**config.mk**
```make
export PLATFORM = sky130hd
export DESIGN_NAME = ackpoll_master
export DESIGN_NICKNAME = d
export VERILOG_FILES = /design/src/rtl/ackpoll_pkg.sv /design/src/rtl/ackpoll_tick.sv /design/src/rtl/ackpoll_tries.sv /design/src/rtl/ackpoll_master.sv
export SDC_FILE = /design/constraint.sdc
export NUM_CORES = 1
export LEC_CHECK = 0
export ABC_AREA = 1
export BUFFER_PORTS_ARGS = -buffer_cell sky130_fd_sc_hd__buf_2
export CAP_MARGIN = 5
export CORE_ASPECT_RATIO = 1.1
export CORE_MARGIN = 4
export CORE_UTILIZATION = 35
export DETAILED_ROUTE_END_ITERATION = 7
export SLEW_MARGIN = 0
export SYNTH_ARGS = -nofsm -noshare
export SYNTH_HDL_FRONTEND = slang
export SYNTH_HIERARCHICAL = 1
export SYNTH_SLANG_ARGS = --single-unit
export TNS_END_PERCENT = 1
```
**constraint.sdc**
```tcl
create_clock -name clk -period 2.9 [get_ports clk]
set_input_delay 0.145 -clock clk [delete_from_list [all_inputs] [get_ports clk]]
set_output_delay 0.145 -clock clk [all_outputs]
set_load 0.02 [all_outputs]
```
**src/rtl/ackpoll_pkg.sv**
```systemverilog
package ackpoll_pkg;
  typedef enum logic [2:0] {
    ST_IDLE,
    ST_START,
    ST_BITS,
    ST_STOP,
    ST_GAP,
    ST_DONE,
    ST_TOUT
  } ap_state_e;
endpackage

```
**src/rtl/ackpoll_tick.sv**
```systemverilog
// Quarter-bit step generator: one tick every QTR_CLKS clocks while not held.
module ackpoll_tick #(
  parameter int QTR_CLKS = 125
) (
  input  logic clk,
  input  logic rst,
  input  logic hold,
  output logic tick
);
  localparam int CW = $clog2(QTR_CLKS + 1);

  logic [CW-1:0] cnt_q;

  assign tick = !hold && (cnt_q == CW'(QTR_CLKS - 1));

  always_ff @(posedge clk) begin
    if (rst || hold)  cnt_q <= '0;
    else if (tick)    cnt_q <= '0;
    else              cnt_q <= cnt_q + 1'b1;
  end

  // the step counter never passes its limit
  assert_step_bound_R2: assert property (@(posedge clk) disable iff (rst)
    cnt_q < CW'(QTR_CLKS));
endmodule

```
**src/rtl/ackpoll_tries.sv**
```systemverilog
// Counts refused attempts; spent flags an exhausted budget.
module ackpoll_tries #(
  parameter int MAX_TRIES = 8
) (
  input  logic clk,
  input  logic rst,
  input  logic clr,
  input  logic fail,
  output logic spent
);
  localparam int TW = $clog2(MAX_TRIES + 1);

  logic [TW-1:0] tries_q;

  assign spent = (tries_q == TW'(MAX_TRIES));

  always_ff @(posedge clk) begin
    if (rst || clr) tries_q <= '0;
    else if (fail)  tries_q <= tries_q + 1'b1;
  end

  // no failure is counted once the budget is spent
  assert_no_extra_try_R7: assert property (@(posedge clk) disable iff (rst)
    spent |-> !fail);
endmodule

```
**src/rtl/ackpoll_master.sv**
```systemverilog
module ackpoll_master
  import ackpoll_pkg::*;
#(
  parameter int QTR_CLKS  = 125,
  parameter int MAX_TRIES = 8,
  parameter int GAP_QTRS  = 4
) (
  input  logic       clk,
  input  logic       rst,
  input  logic       start_i,
  input  logic [6:0] dev_addr_i,
  input  logic       rw_i,
  input  logic       sda_i,
  output logic       scl_pull_o,
  output logic       sda_pull_o,
  output logic       ready_o,
  output logic       timeout_o
);
  localparam int GW = $clog2(GAP_QTRS + 1);

  ap_state_e     state_q, state_n;
  logic [1:0]    ph_q, ph_n;
  logic [3:0]    bit_q, bit_n;
  logic [GW-1:0] gap_q, gap_n;
  logic [7:0]    sel_q, sel_n;
  logic          ack_q;
  logic          tick, hold, clr, fail, spent;
  logic          scl_rel_n, sda_rel_n;

  assign hold = (state_q == ST_IDLE) || (state_q == ST_DONE) || (state_q == ST_TOUT);

  ackpoll_tick #(.QTR_CLKS(QTR_CLKS)) u_tick (
    .clk(clk), .rst(rst), .hold(hold), .tick(tick)
  );

  ackpoll_tries #(.MAX_TRIES(MAX_TRIES)) u_tries (
    .clk(clk), .rst(rst), .clr(clr), .fail(fail), .spent(spent)
  );

  // Next-state logic
  always_comb begin
    state_n = state_q;
    ph_n    = ph_q;
    bit_n   = bit_q;
    gap_n   = gap_q;
    sel_n   = sel_q;
    clr     = 1'b0;
    fail    = 1'b0;
    unique case (state_q)
      ST_IDLE, ST_DONE, ST_TOUT: begin
        if (start_i) begin
          state_n = ST_START;
          ph_n    = 2'd0;
          sel_n   = {dev_addr_i, rw_i};
          clr     = 1'b1;
        end
      end
      ST_START: begin
        if (tick) begin
          if (ph_q == 2'd2) begin
            state_n = ST_BITS;
            ph_n    = 2'd0;
            bit_n   = 4'd0;
          end else begin
            ph_n = ph_q + 2'd1;
          end
        end
      end
      ST_BITS: begin
        if (tick) begin
          if (ph_q != 2'd3) begin
            ph_n = ph_q + 2'd1;
          end else if (bit_q != 4'd8) begin
            ph_n  = 2'd0;
            bit_n = bit_q + 4'd1;
          end else if (ack_q) begin
            state_n = ST_DONE;
          end else begin
            state_n = ST_STOP;
            ph_n    = 2'd0;
            fail    = 1'b1;
          end
        end
      end
      ST_STOP: begin
        if (tick) begin
          if (ph_q != 2'd2) begin
            ph_n = ph_q + 2'd1;
          end else if (spent) begin
            state_n = ST_TOUT;
          end else begin
            state_n = ST_GAP;
            gap_n   = '0;
          end
        end
      end
      ST_GAP: begin
        if (tick) begin
          if (gap_q == GW'(GAP_QTRS - 1)) begin
            state_n = ST_START;
            ph_n    = 2'd0;
          end else begin
            gap_n = gap_q + 1'b1;
          end
        end
      end
      default: state_n = ST_IDLE;
    endcase
  end

  // Bus levels decoded from the next step, so outputs move with the state
  always_comb begin
    scl_rel_n = 1'b1;
    sda_rel_n = 1'b1;
    unique case (state_n)
      ST_START: begin
        scl_rel_n = (ph_n != 2'd2);
        sda_rel_n = (ph_n == 2'd0);
      end
      ST_BITS: begin
        scl_rel_n = (ph_n == 2'd1) || (ph_n == 2'd2);
        sda_rel_n = (bit_n == 4'd8) ? 1'b1 : sel_n[3'(4'd7 - bit_n)];
      end
      ST_STOP: begin
        scl_rel_n = (ph_n != 2'd0);
        sda_rel_n = (ph_n == 2'd2);
      end
      ST_DONE: begin
        scl_rel_n = 1'b0;
        sda_rel_n = 1'b1;
      end
      default: ;
    endcase
  end

  always_ff @(posedge clk) begin
    if (rst) begin
      state_q    <= ST_IDLE;
      ph_q       <= 2'd0;
      bit_q      <= 4'd0;
      gap_q      <= '0;
      sel_q      <= 8'd0;
      ack_q      <= 1'b0;
      scl_pull_o <= 1'b0;
      sda_pull_o <= 1'b0;
      ready_o    <= 1'b0;
      timeout_o  <= 1'b0;
    end else begin
      state_q    <= state_n;
      ph_q       <= ph_n;
      bit_q      <= bit_n;
      gap_q      <= gap_n;
      sel_q      <= sel_n;
      scl_pull_o <= !scl_rel_n;
      sda_pull_o <= !sda_rel_n;
      ready_o    <= (state_n == ST_DONE);
      timeout_o  <= (state_n == ST_TOUT);
      if (state_q == ST_BITS && tick && ph_q == 2'd2 && bit_q == 4'd8)
        ack_q <= !sda_i;
    end
  end

  // the two end flags are never both set
  assert_flags_exclusive_R7: assert property (@(posedge clk) disable iff (rst)
    !(ready_o && timeout_o));

  // a parked bus keeps SCL low and SDA free
  assert_parked_bus_R6: assert property (@(posedge clk) disable iff (rst)
    ready_o |-> (scl_pull_o && !sda_pull_o));

  // a timed-out master lets go of both lines
  assert_released_on_timeout_R7: assert property (@(posedge clk) disable iff (rst)
    timeout_o |-> (!scl_pull_o && !sda_pull_o));

  // data does not move while SCL is high inside a byte
  assert_sda_steady_R3: assert property (@(posedge clk) disable iff (rst)
    (state_q == ST_BITS && $past(state_q) == ST_BITS &&
     !scl_pull_o && !$past(scl_pull_o)) |-> (sda_pull_o == $past(sda_pull_o)));

  // a request during an active poll does not restart the attempt
  assert_start_ignored_R8: assert property (@(posedge clk) disable iff (rst)
    (start_i && state_q == ST_BITS) |=> (state_q == ST_BITS || state_q == ST_STOP ||
                                          state_q == ST_DONE));
endmodule

```
# == After elaboration in Yosys (flattened, before gate mapping) ==
# Cells that the tools add are included.
# op_classes
add_sub_neg,6
n_lt_le_gt_ge,1
eq_ne,28
muxes,51
reduce_logical,20
# op_table
operator,count
2-to-1 mux 3 bit,16
2-to-1 mux 2 bit,12
2-to-1 mux 4 bit,5
2-to-1 mux 8 bit,2
!= test 2 bit (second input constant),8
equality test 3 x 2 -> 1 bit (second input constant),5
equality test 3 bit (second input constant),5
case mux 3 bit (5 select lines),1
equality test 4 bit (second input constant),3
case mux 2 bit (5 select lines),1
2-to-1 mux 1 bit,9
adder 4 x 1 -> 4 bit (second input constant),2
case mux 4 bit (2 select lines),1
adder 7 x 1 -> 7 bit (second input constant),1
equality test 7 bit (second input constant),1
equality test 3 x 1 -> 1 bit (second input constant),2
case mux 3 bit (2 select lines),1
AND reduction 6 bit,1
logical OR 1 bit,5
equality test 2 bit (second input constant),2
logical AND 1 bit,4
zero test 1 bit,4
< comparator 3 x 4 -> 1 bit (second input constant),1
!= test 4 bit (second input constant),1
12 further kinds,13
# word_totals
ff_bits,36
inputBits,12

# == Logic depth before layout (Yosys ltp) ==
# Gate-level depths: netlist of run 1.
# depth
depth_word,13
mapped_depth,22

# == Hierarchy ==
# Netlist of run 1, hierarchy kept.
# by_module_without_submodules
module,instances,cells_per_inst,area_per_inst_um2
ackpoll_master,1,292,1850.5
ackpoll_tick,1,43,339.1
ackpoll_tries,1,28,197.7

# == Worst setup path before layout of run 1 ==
# No wires, ideal clock.
# synth_timing
kind,register -> register
start,register state_q[0]
end,register sda_pull_o
t_arrival_ps,2514
path_slack_ps,320
path_stages_with_launch,22
period_less_slack_ps,2580
cell_sequence,dfxtp_1 buf_4 inv_2 nand2_2 nand2_1 nand2_1 nand2_2 inv_1 nand3_2 inv_1 buf_2 inv_1 o21ai_0 nand2_1 o31ai_1 nand2_1 ha_1 nand3_1 nand2_1 inv_2 nand3_1 a21oi_2
# synth_via
word_cells_on_any_way,44
cone_classes,add/sub (1); eq/ne (11); mux (24); reduce/logical (8)
# synth_rtl
item,line_no,rtl
"start, declared",ackpoll_master.sv:21,"ap_state_e state_q, state_n;"
"start signal, assigned",ackpoll_master.sv:149,state_q <= state_n;
equality test 3 bit or zero test 3 bit (tied branches),ackpoll_master.sv:30,assign hold = (state_q == ST_IDLE) || (state_q == ST_DONE) || (state_q == ST_TOUT);
logical OR 1 bit,ackpoll_master.sv:30,
logical OR 1 bit (*),ackpoll_master.sv:30,
net hold,ackpoll_master.sv:27,"logic tick, hold, clr, fail, spent;"
zero test 1 bit (*),ackpoll_tick.sv:14,assign tick = !hold && (cnt_q == CW'(QTR_CLKS - 1));
logical AND 1 bit (*),ackpoll_tick.sv:14,
net tick,ackpoll_master.sv:27,
2-to-1 mux 2 bit (on tied branches),n/a,
case mux 2 bit (5 select lines) (*),ackpoll_master.sv:49,unique case (state_q)
net ph_n[1],ackpoll_master.sv:22,"logic [1:0] ph_q, ph_n;"
equality test 2 bit or zero test 2 bit (tied branches),"ackpoll_master.sv:126, ackpoll_master.sv:118",
case mux 1 bit (3 select lines) (*),ackpoll_master.sv:115,unique case (state_n)
zero test 1 bit (*),ackpoll_master.sv:155,sda_pull_o <= !sda_rel_n;
"end signal, assigned",ackpoll_master.sv:155,
"end, declared",ackpoll_master.sv:15,"output logic sda_pull_o,"
# The timed path passes the listed nets; every way through them passes the cells marked *. The select of a mux whose other input is x is not followed.
# A chain may end at the register's enable or synchronous reset.

# == Worst setup path after layout of run 1 ==
# layout_timing
start,register state_q[1]
end,register scl_pull_o
# layout_via
elab_chain_len,11
word_cells_on_any_way,39
cone_classes,eq/ne (13); mux (17); reduce/logical (9)
# layout_rtl
item,line_no,rtl
equality test 3 bit or zero test 3 bit (tied branches),ackpoll_master.sv:30,
logical OR 1 bit,ackpoll_master.sv:30,
logical OR 1 bit (*),ackpoll_master.sv:30,
net hold,ackpoll_master.sv:27,
zero test 1 bit (*),ackpoll_tick.sv:14,
logical AND 1 bit (*),ackpoll_tick.sv:14,
net tick,ackpoll_master.sv:27,
2-to-1 mux 2 bit (on tied branches),n/a,
case mux 2 bit (5 select lines) (*),ackpoll_master.sv:49,
net ph_n[1],ackpoll_master.sv:22,
equality test 2 x 1 -> 1 bit or equality test 2 bit (tied branches),ackpoll_master.sv:121,scl_rel_n = (ph_n == 2'd1) || (ph_n == 2'd2);
logical OR 1 bit,ackpoll_master.sv:121,
case mux 1 bit (4 select lines) (*),ackpoll_master.sv:115,
zero test 1 bit (*),ackpoll_master.sv:154,scl_pull_o <= !scl_rel_n;
"end signal, assigned",ackpoll_master.sv:154,
"end, declared",ackpoll_master.sv:14,"output logic scl_pull_o,"
# The timed path passes the listed nets; every way through them passes the cells marked *.

==> impl_metrics.tcl, run 1 <==
set metrics [dict create \
    clockRootBuffer "clkbuf_8" \
    die_w_um 86.7 \
    die_area_mm2 0.00821 \
    place.gp.congestion 0.903 \
    max_cap_viol_count 0 \
    critPathCaptureType "flip-flop" \
    routed_wl_mm 5.16 \
    post_drt_via_cell_ratio 4.69 \
    synth_top_cell_by_area "dfxtp_1" \
    drt_iter0_markers 144 \
    syn_area_mm2 0.00239 \
    critPathKind "flip-flop to flip-flop" \
    period_needed_ns 2.63 \
    start_kind "flip-flop" \
    cp.required_ns 3.07 \
    clk_transition_reported_paths_ns 0.08 \
    crit_fanout 7 \
    cts_buffers 5 \
    async_flop_share 0 \
    post_cts_buffers 0 \
    num_rows 31 \
    pin_count 16 \
    synth_seq_cells 36 \
    via_count 2191 \
    cts_hold_buf 0 \
    ys_top_cells_by_count "91 x nand2_1, 54 x nor2_1, 47 x inv_1" \
    wire_per_inst_um 11.1 \
    arrival_ns 2.80 \
    synth_top_area_share 0.302 \
    worst_slew_pin_slew_ns 0.422 \
    grt_max_degree 22 \
    synth-main-ff-cell "dfxtp_1" \
    grt_pass1_wl_mm 8.79 \
    ir_drop_uv 263 \
    drtPass1Iterations 5 \
    rsz0062_at_grt "false" \
    clk_path_buf_depth 2 \
    ctsHtreeMaxLevel 2 \
    powerDensity_mw_per_mm2 384 \
    antenna_found_initial 0 \
    track_usage 0.135 \
    fin_skew_ns 0.00694 \
    report.final.setup_viol 0 \
    nets 410 \
    final-max-slew-violation-count 0 \
    placed_cell_area_mm2 0.00257 \
    area.growth.synth_to_final_pct 11.6 \
    synth_edf_count 0 \
    start_util 0.362 \
    relSlewSlack 0.719 \
    grt_pass1_vias 1965 \
    fin_area_mm2 0.00267 \
    synth_warnings 6 \
    ys_top_cells_by_area "dfxtp_1 30%, nand2_1 14%, nor2_1 8.5%, inv_1 7.4%, ha_1 7.3%" \
    syn_area_per_cell_um2 6.58 \
    dpl.hpwl_mm 4.00 \
    synth_cells 363 \
    hp-class "input port to flip-flop" \
    diodes 0 \
    ys_seq_area_frac 0.302 \
    fin_tns_setup_ns 0 \
    crit_top_cell "nand2_1" \
    fillCellCount 725 \
    crit_slowest_cell "dfxtp_2" \
    overflow 0 \
    fmax_mhz 381 \
    outcome "finished, final reports clean" \
    cp_slowest_stage_delay_ns 0.40 \
    min_period_over_period 0.905 \
    cts_tree "yes" \
    ys_types 35 \
    numClockSinks 36 \
    ant_nets 0 \
    die_h_um 94.6 \
    cp_cell_sequence "inv_2 -> nand2_2 -> nand2_1 -> nand2_1 -> nand2_2 -> inv_1 -> nand3_2 -> inv_2 -> inv_1 -> o21ai_2 -> o21ai_1 -> o31ai_1 -> nand2_1 -> ha_1 -> nor3_1 -> nor3_1" \
    drc 0 \
    synth_fp_nets 389 \
    hold_viol 0 \
    synthMostInstantiatedCell "nand2_1" \
    port_buffers 15 \
    power.leakage_uw 0.00126 \
    core_area_mm2 0.00659 \
    drive_above_1_share 0.169 \
    clk_latency_ns 0.29 \
]
-- what timing repair did --
item                                   in CTS  in global routing
endpoints found under the hold margin       0                  0
resized for setup                           0                  3
setup endpoints to repair                   0                  2
-- sequential cells by signal (all words and copies together), names as in the netlist --
| register | count |
|---|---|
| bit_q | 4 |
| ph_q | 2 |
| u_tries/tries_q | 4 |
| ready_o | 1 |
| sel_q | 8 |
| ack_q | 1 |
| u_tick/cnt_q | 7 |
| sda_pull_o | 1 |
| timeout_o | 1 |
| state_q | 3 |
| gap_q | 3 |
| scl_pull_o | 1 |
-- cell usage in the layout (no fill, tap or decap), types with 8 or more instances in the layout --
cell,instances
o21ai_0,8
nand2_1,91
ha_1,14
dfxtp_1,35
nor2_1,54
inv_1,46
buf_2,15
inv_2,9
nand3_1,28
a21oi_1,16
-- metal layers --
layer / routed length [µm] / vias to the layer above / global-route usage
met4: 129 / 0 / 0.0584
met5: 0 / - / 0
met2: 2420 / 32 / 0.220
li1: - / 1189 / -
met3: 170 / 12 / 0.0262
met1: 2440 / 958 / 0.171
-- critical path: cells and delay by family (launching register included) --
family | cells | cell delay [ns]
buffers and inverters | 4 | 0.42
AOI/OAI and AO/OA | 3 | 0.53
adders and majority gates | 1 | 0.23
DFF | 1 | 0.40
and+or+nand+nor | 8 | 0.94
-- kinds of logic after synthesis --
logic type,after synthesis,share of synthesized area
AO/OA/AOI/OAI,42,0.112
XOR/XNOR,4,0.0147
adder cells (fa/ha/maj),14,0.0734
buffers and inverters,62,0.101
flip-flops,36,0.302
AND/OR/NAND/NOR,205,0.397
-- metrics by stage --
stage	power [µW]	hold WS, ns	instances	setup WS (ns)	utilization
CTS	1040	0.206	467	0.0486	0.404
global route	1080	0.246	467	0.0403	0.404
finish	1020	0.214	467	0.274	0.404
floorplan	629	0.314	363	0.320	-
detailed placement	663	0.454	459	0.114	0.390
global placement	662	0.445	459	0.279	0.390
-- cell type report --
type                       count  area [µm²]  area share
timing repair buffer          20         113      0.0423
clock buffer                   8        90.1      0.0338
inverter                      56         213      0.0798
multi-input combinational    265        1430       0.535
sequential                    36         722       0.271
tap                           82         103      0.0385
-- where the power goes --
part / leakage, µW / switching, µW / internal, µW / total (µW)
logic: 0.000919 / 90.0 / 47.6 / 138
registers: 0.000293 / 4.28 / 509 / 513
clock network: 0.0000455 / 180 / 194 / 374
total: 0.00126 / 274 / 751 / 1020
-- worst paths after layout --
path | slack [ns] | cells after the start | end | start
max | 0.27 | 16 | scl_pull_o | state_q[1]
min | 0.21 | 4 | ack_q | sda_i
max reg2reg | 0.27 | 16 | scl_pull_o | state_q[1]
min reg2reg | 0.46 | 1 | u_tick/cnt_q[0] | u_tick/cnt_q[0]
Note: power is estimated with default switching activity, not from simulation.
==> run 2: changes to the inputs <==
==> constraint.sdc (replaced) <==
create_clock -name clk -period 2.3 [get_ports clk]
set_input_delay 0.46 -clock clk [delete_from_list [all_inputs] [get_ports clk]]
set_output_delay 0.46 -clock clk [all_outputs]
set_load 0.02 [all_outputs]
==> impl_metrics.tcl, run 2 (synthesis gave the netlist of run 1 again) <==
set metrics [dict create \
    whs_ns 0.437 \
    outcome "finished, final reports clean" \
    fillCellCount 707 \
    max_cap_viol_count 0 \
    relSlewSlack 0.695 \
    grt_max_degree 22 \
    cp_top_family "simple AND/OR/NAND/NOR gates" \
    cp.required_ns 2.51 \
    drt_iter0_markers 121 \
    critPathKind "flip-flop to flip-flop" \
    cp_num_buf_inv 5 \
    pin_count 16 \
    ctsHtreeMaxLevel 2 \
    numClockSinks 36 \
    start_kind "flip-flop" \
    ir_drop_uv 361 \
    highest_layer "met4" \
    power.switching_uw 373 \
    diodes 0 \
    post_drt_via_cell_ratio 4.72 \
    period_needed_ns 2.23 \
    largest_reg_flops 8 \
    area.growth.synth_to_final_pct 22.4 \
    drt-met1-wl_mm 2.56 \
    ant_nets 0 \
    cp_cell_sequence "inv_6 -> nand2_4 -> nand2_4 -> nand2_2 -> nand2_2 -> inv_2 -> nand3_4 -> inv_4 -> inv_6 -> o21ai_4 -> o21ai_2 -> o31ai_1 -> nand2_1 -> inv_2 -> ha_4 -> nand2_1 -> o31ai_1 -> nor3_1" \
    hold_start "u_tick/cnt_q[0]" \
    die_h_um 94.6 \
    comb_power_share 0.147 \
    num_rows 31 \
    worst_slew_pin_slew_ns 0.457 \
    grt_pass1_wl_mm 9.54 \
    track_usage 0.145 \
    p_sw_frac 0.280 \
    die_area_mm2 0.00821 \
    cp_slowest_stage_delay_ns 0.39 \
    cts_tree "yes" \
    drc 0 \
    arrival_ns 2.44 \
    hold_viol 0 \
    via_count 2289 \
    rsz0062_at_grt "true" \
    placed_cell_area_mm2 0.00267 \
    top_regs "sel_q (8), u_tick/cnt_q (7)" \
    start_util 0.362 \
    wire_per_inst_um 11.7 \
    power.leakage_uw 0.00136 \
    intPower_uw 959 \
    antenna_found_initial 0 \
    crit_slowest_cell "dfxtp_4" \
    cts_hold_buf 0 \
    die_w_um 86.7 \
    numPlacedInstances 469 \
    cts_buffers 5 \
    drtPass1Iterations 4 \
    clockRootBuffer "clkbuf_8" \
    final_common_cell "nand2_1" \
    seqPwrFrac 0.487 \
    largest_register "sel_q" \
    clk_transition_reported_paths_ns 0.08 \
    drive_above_1_share 0.256 \
    report.final.setup_viol 0 \
    clk_latency_ns 0.29 \
    final-max-slew-violation-count 0 \
    layout_common_cells "87 x nand2_1, 52 x nor2_1, 43 x inv_1" \
    dpl.hpwl_mm 4.26 \
    powerDensity_mw_per_mm2 456 \
    clk_path_buf_depth 2 \
    crit_start "state_q[0]" \
    crit_fanout 6 \
    fin_skew_ns 0.00814 \
    fmax_mhz 449 \
    route.met2.wl_mm 2.83 \
    hp-class "flip-flop to flip-flop" \
    grt_pass1_vias 2180 \
    nets 428 \
    port_buffers 15 \
    place.gp.congestion 0.923 \
    met3_length_um 156 \
    routed_wl_mm 5.65 \
    core_area_mm2 0.00659 \
    overflow 0 \
    instances_no_fill 485 \
    fin_area_mm2 0.00292 \
    critPathCaptureType "flip-flop" \
    min_period_over_period 0.969 \
    reg2reg_from "state_q[0]" \
    clockPowerShare 0.365 \
    postLayoutCoreUtil 0.443 \
]
[run 2: worst reg2reg max path, delay by kind of cell (launching register included)]
kind,cells,cell delay [ns]
AND/OR/NAND/NOR,8,0.66
AO/OA/AOI/OAI,4,0.54
flip-flops,1,0.39
buffers and inverters,5,0.36
adder cells (fa/ha/maj),1,0.19
[run 2: worst paths after layout]
kind / to / slack, ns / depth (start not counted)
max reg2reg: scl_pull_o / 0.07 / 18
max: scl_pull_o / 0.07 / 18
min: u_tick/cnt_q[0] / 0.44 / 1
min reg2reg: u_tick/cnt_q[0] / 0.44 / 1
[run 2: area by class of cell]
class	instances	area (µm²)	area share
clock buffers	6	82.6	0.0283
inverters	56	225	0.0771
well taps	82	103	0.0351
repair buffers	38	248	0.0848
flip-flops and latches	36	731	0.250
multi-input cells	265	1520	0.519
clock inverters	2	15.0	0.00514
[run 2: timing repair]
action,in CTS,in global routing
pin swaps,1,8
gates cloned,0,0
buffers inserted,0,8
resized for setup,2,23
endpoints found under the setup margin,2,2
[run 2: routing by layer]
layer,track usage,up-vias
met4,0.0455,0
met5,0,-
met2,0.258,31
li1,-,1222
met3,0.0314,11
met1,0.173,1025
[run 2: power by group through the flow]
stage | combinational (µW) | clock [µW] | sequential (µW)
6_report | 196 | 487 | 649
5_1_grt | 224 | 523 | 650
4_1_cts | 183 | 511 | 649
3_5_place_dp | 182 | 0 | 663
3_3_place_gp | 179 | 0 | 663
2_1_floorplan | 132 | 0 | 664
[run 2: per-stage QoR]
stage / TNS (ns) / setup WS, ns / total power (µW)
floorplan: 0 / 0.00296 / 797
global placement: 0 / 0.0519 / 842
detailed placement: -0.0432 / -0.0334 / 845
CTS: 0 / 0.00820 / 1340
global route: -0.0464 / -0.0344 / 1400
finish: 0 / 0.0707 / 1330
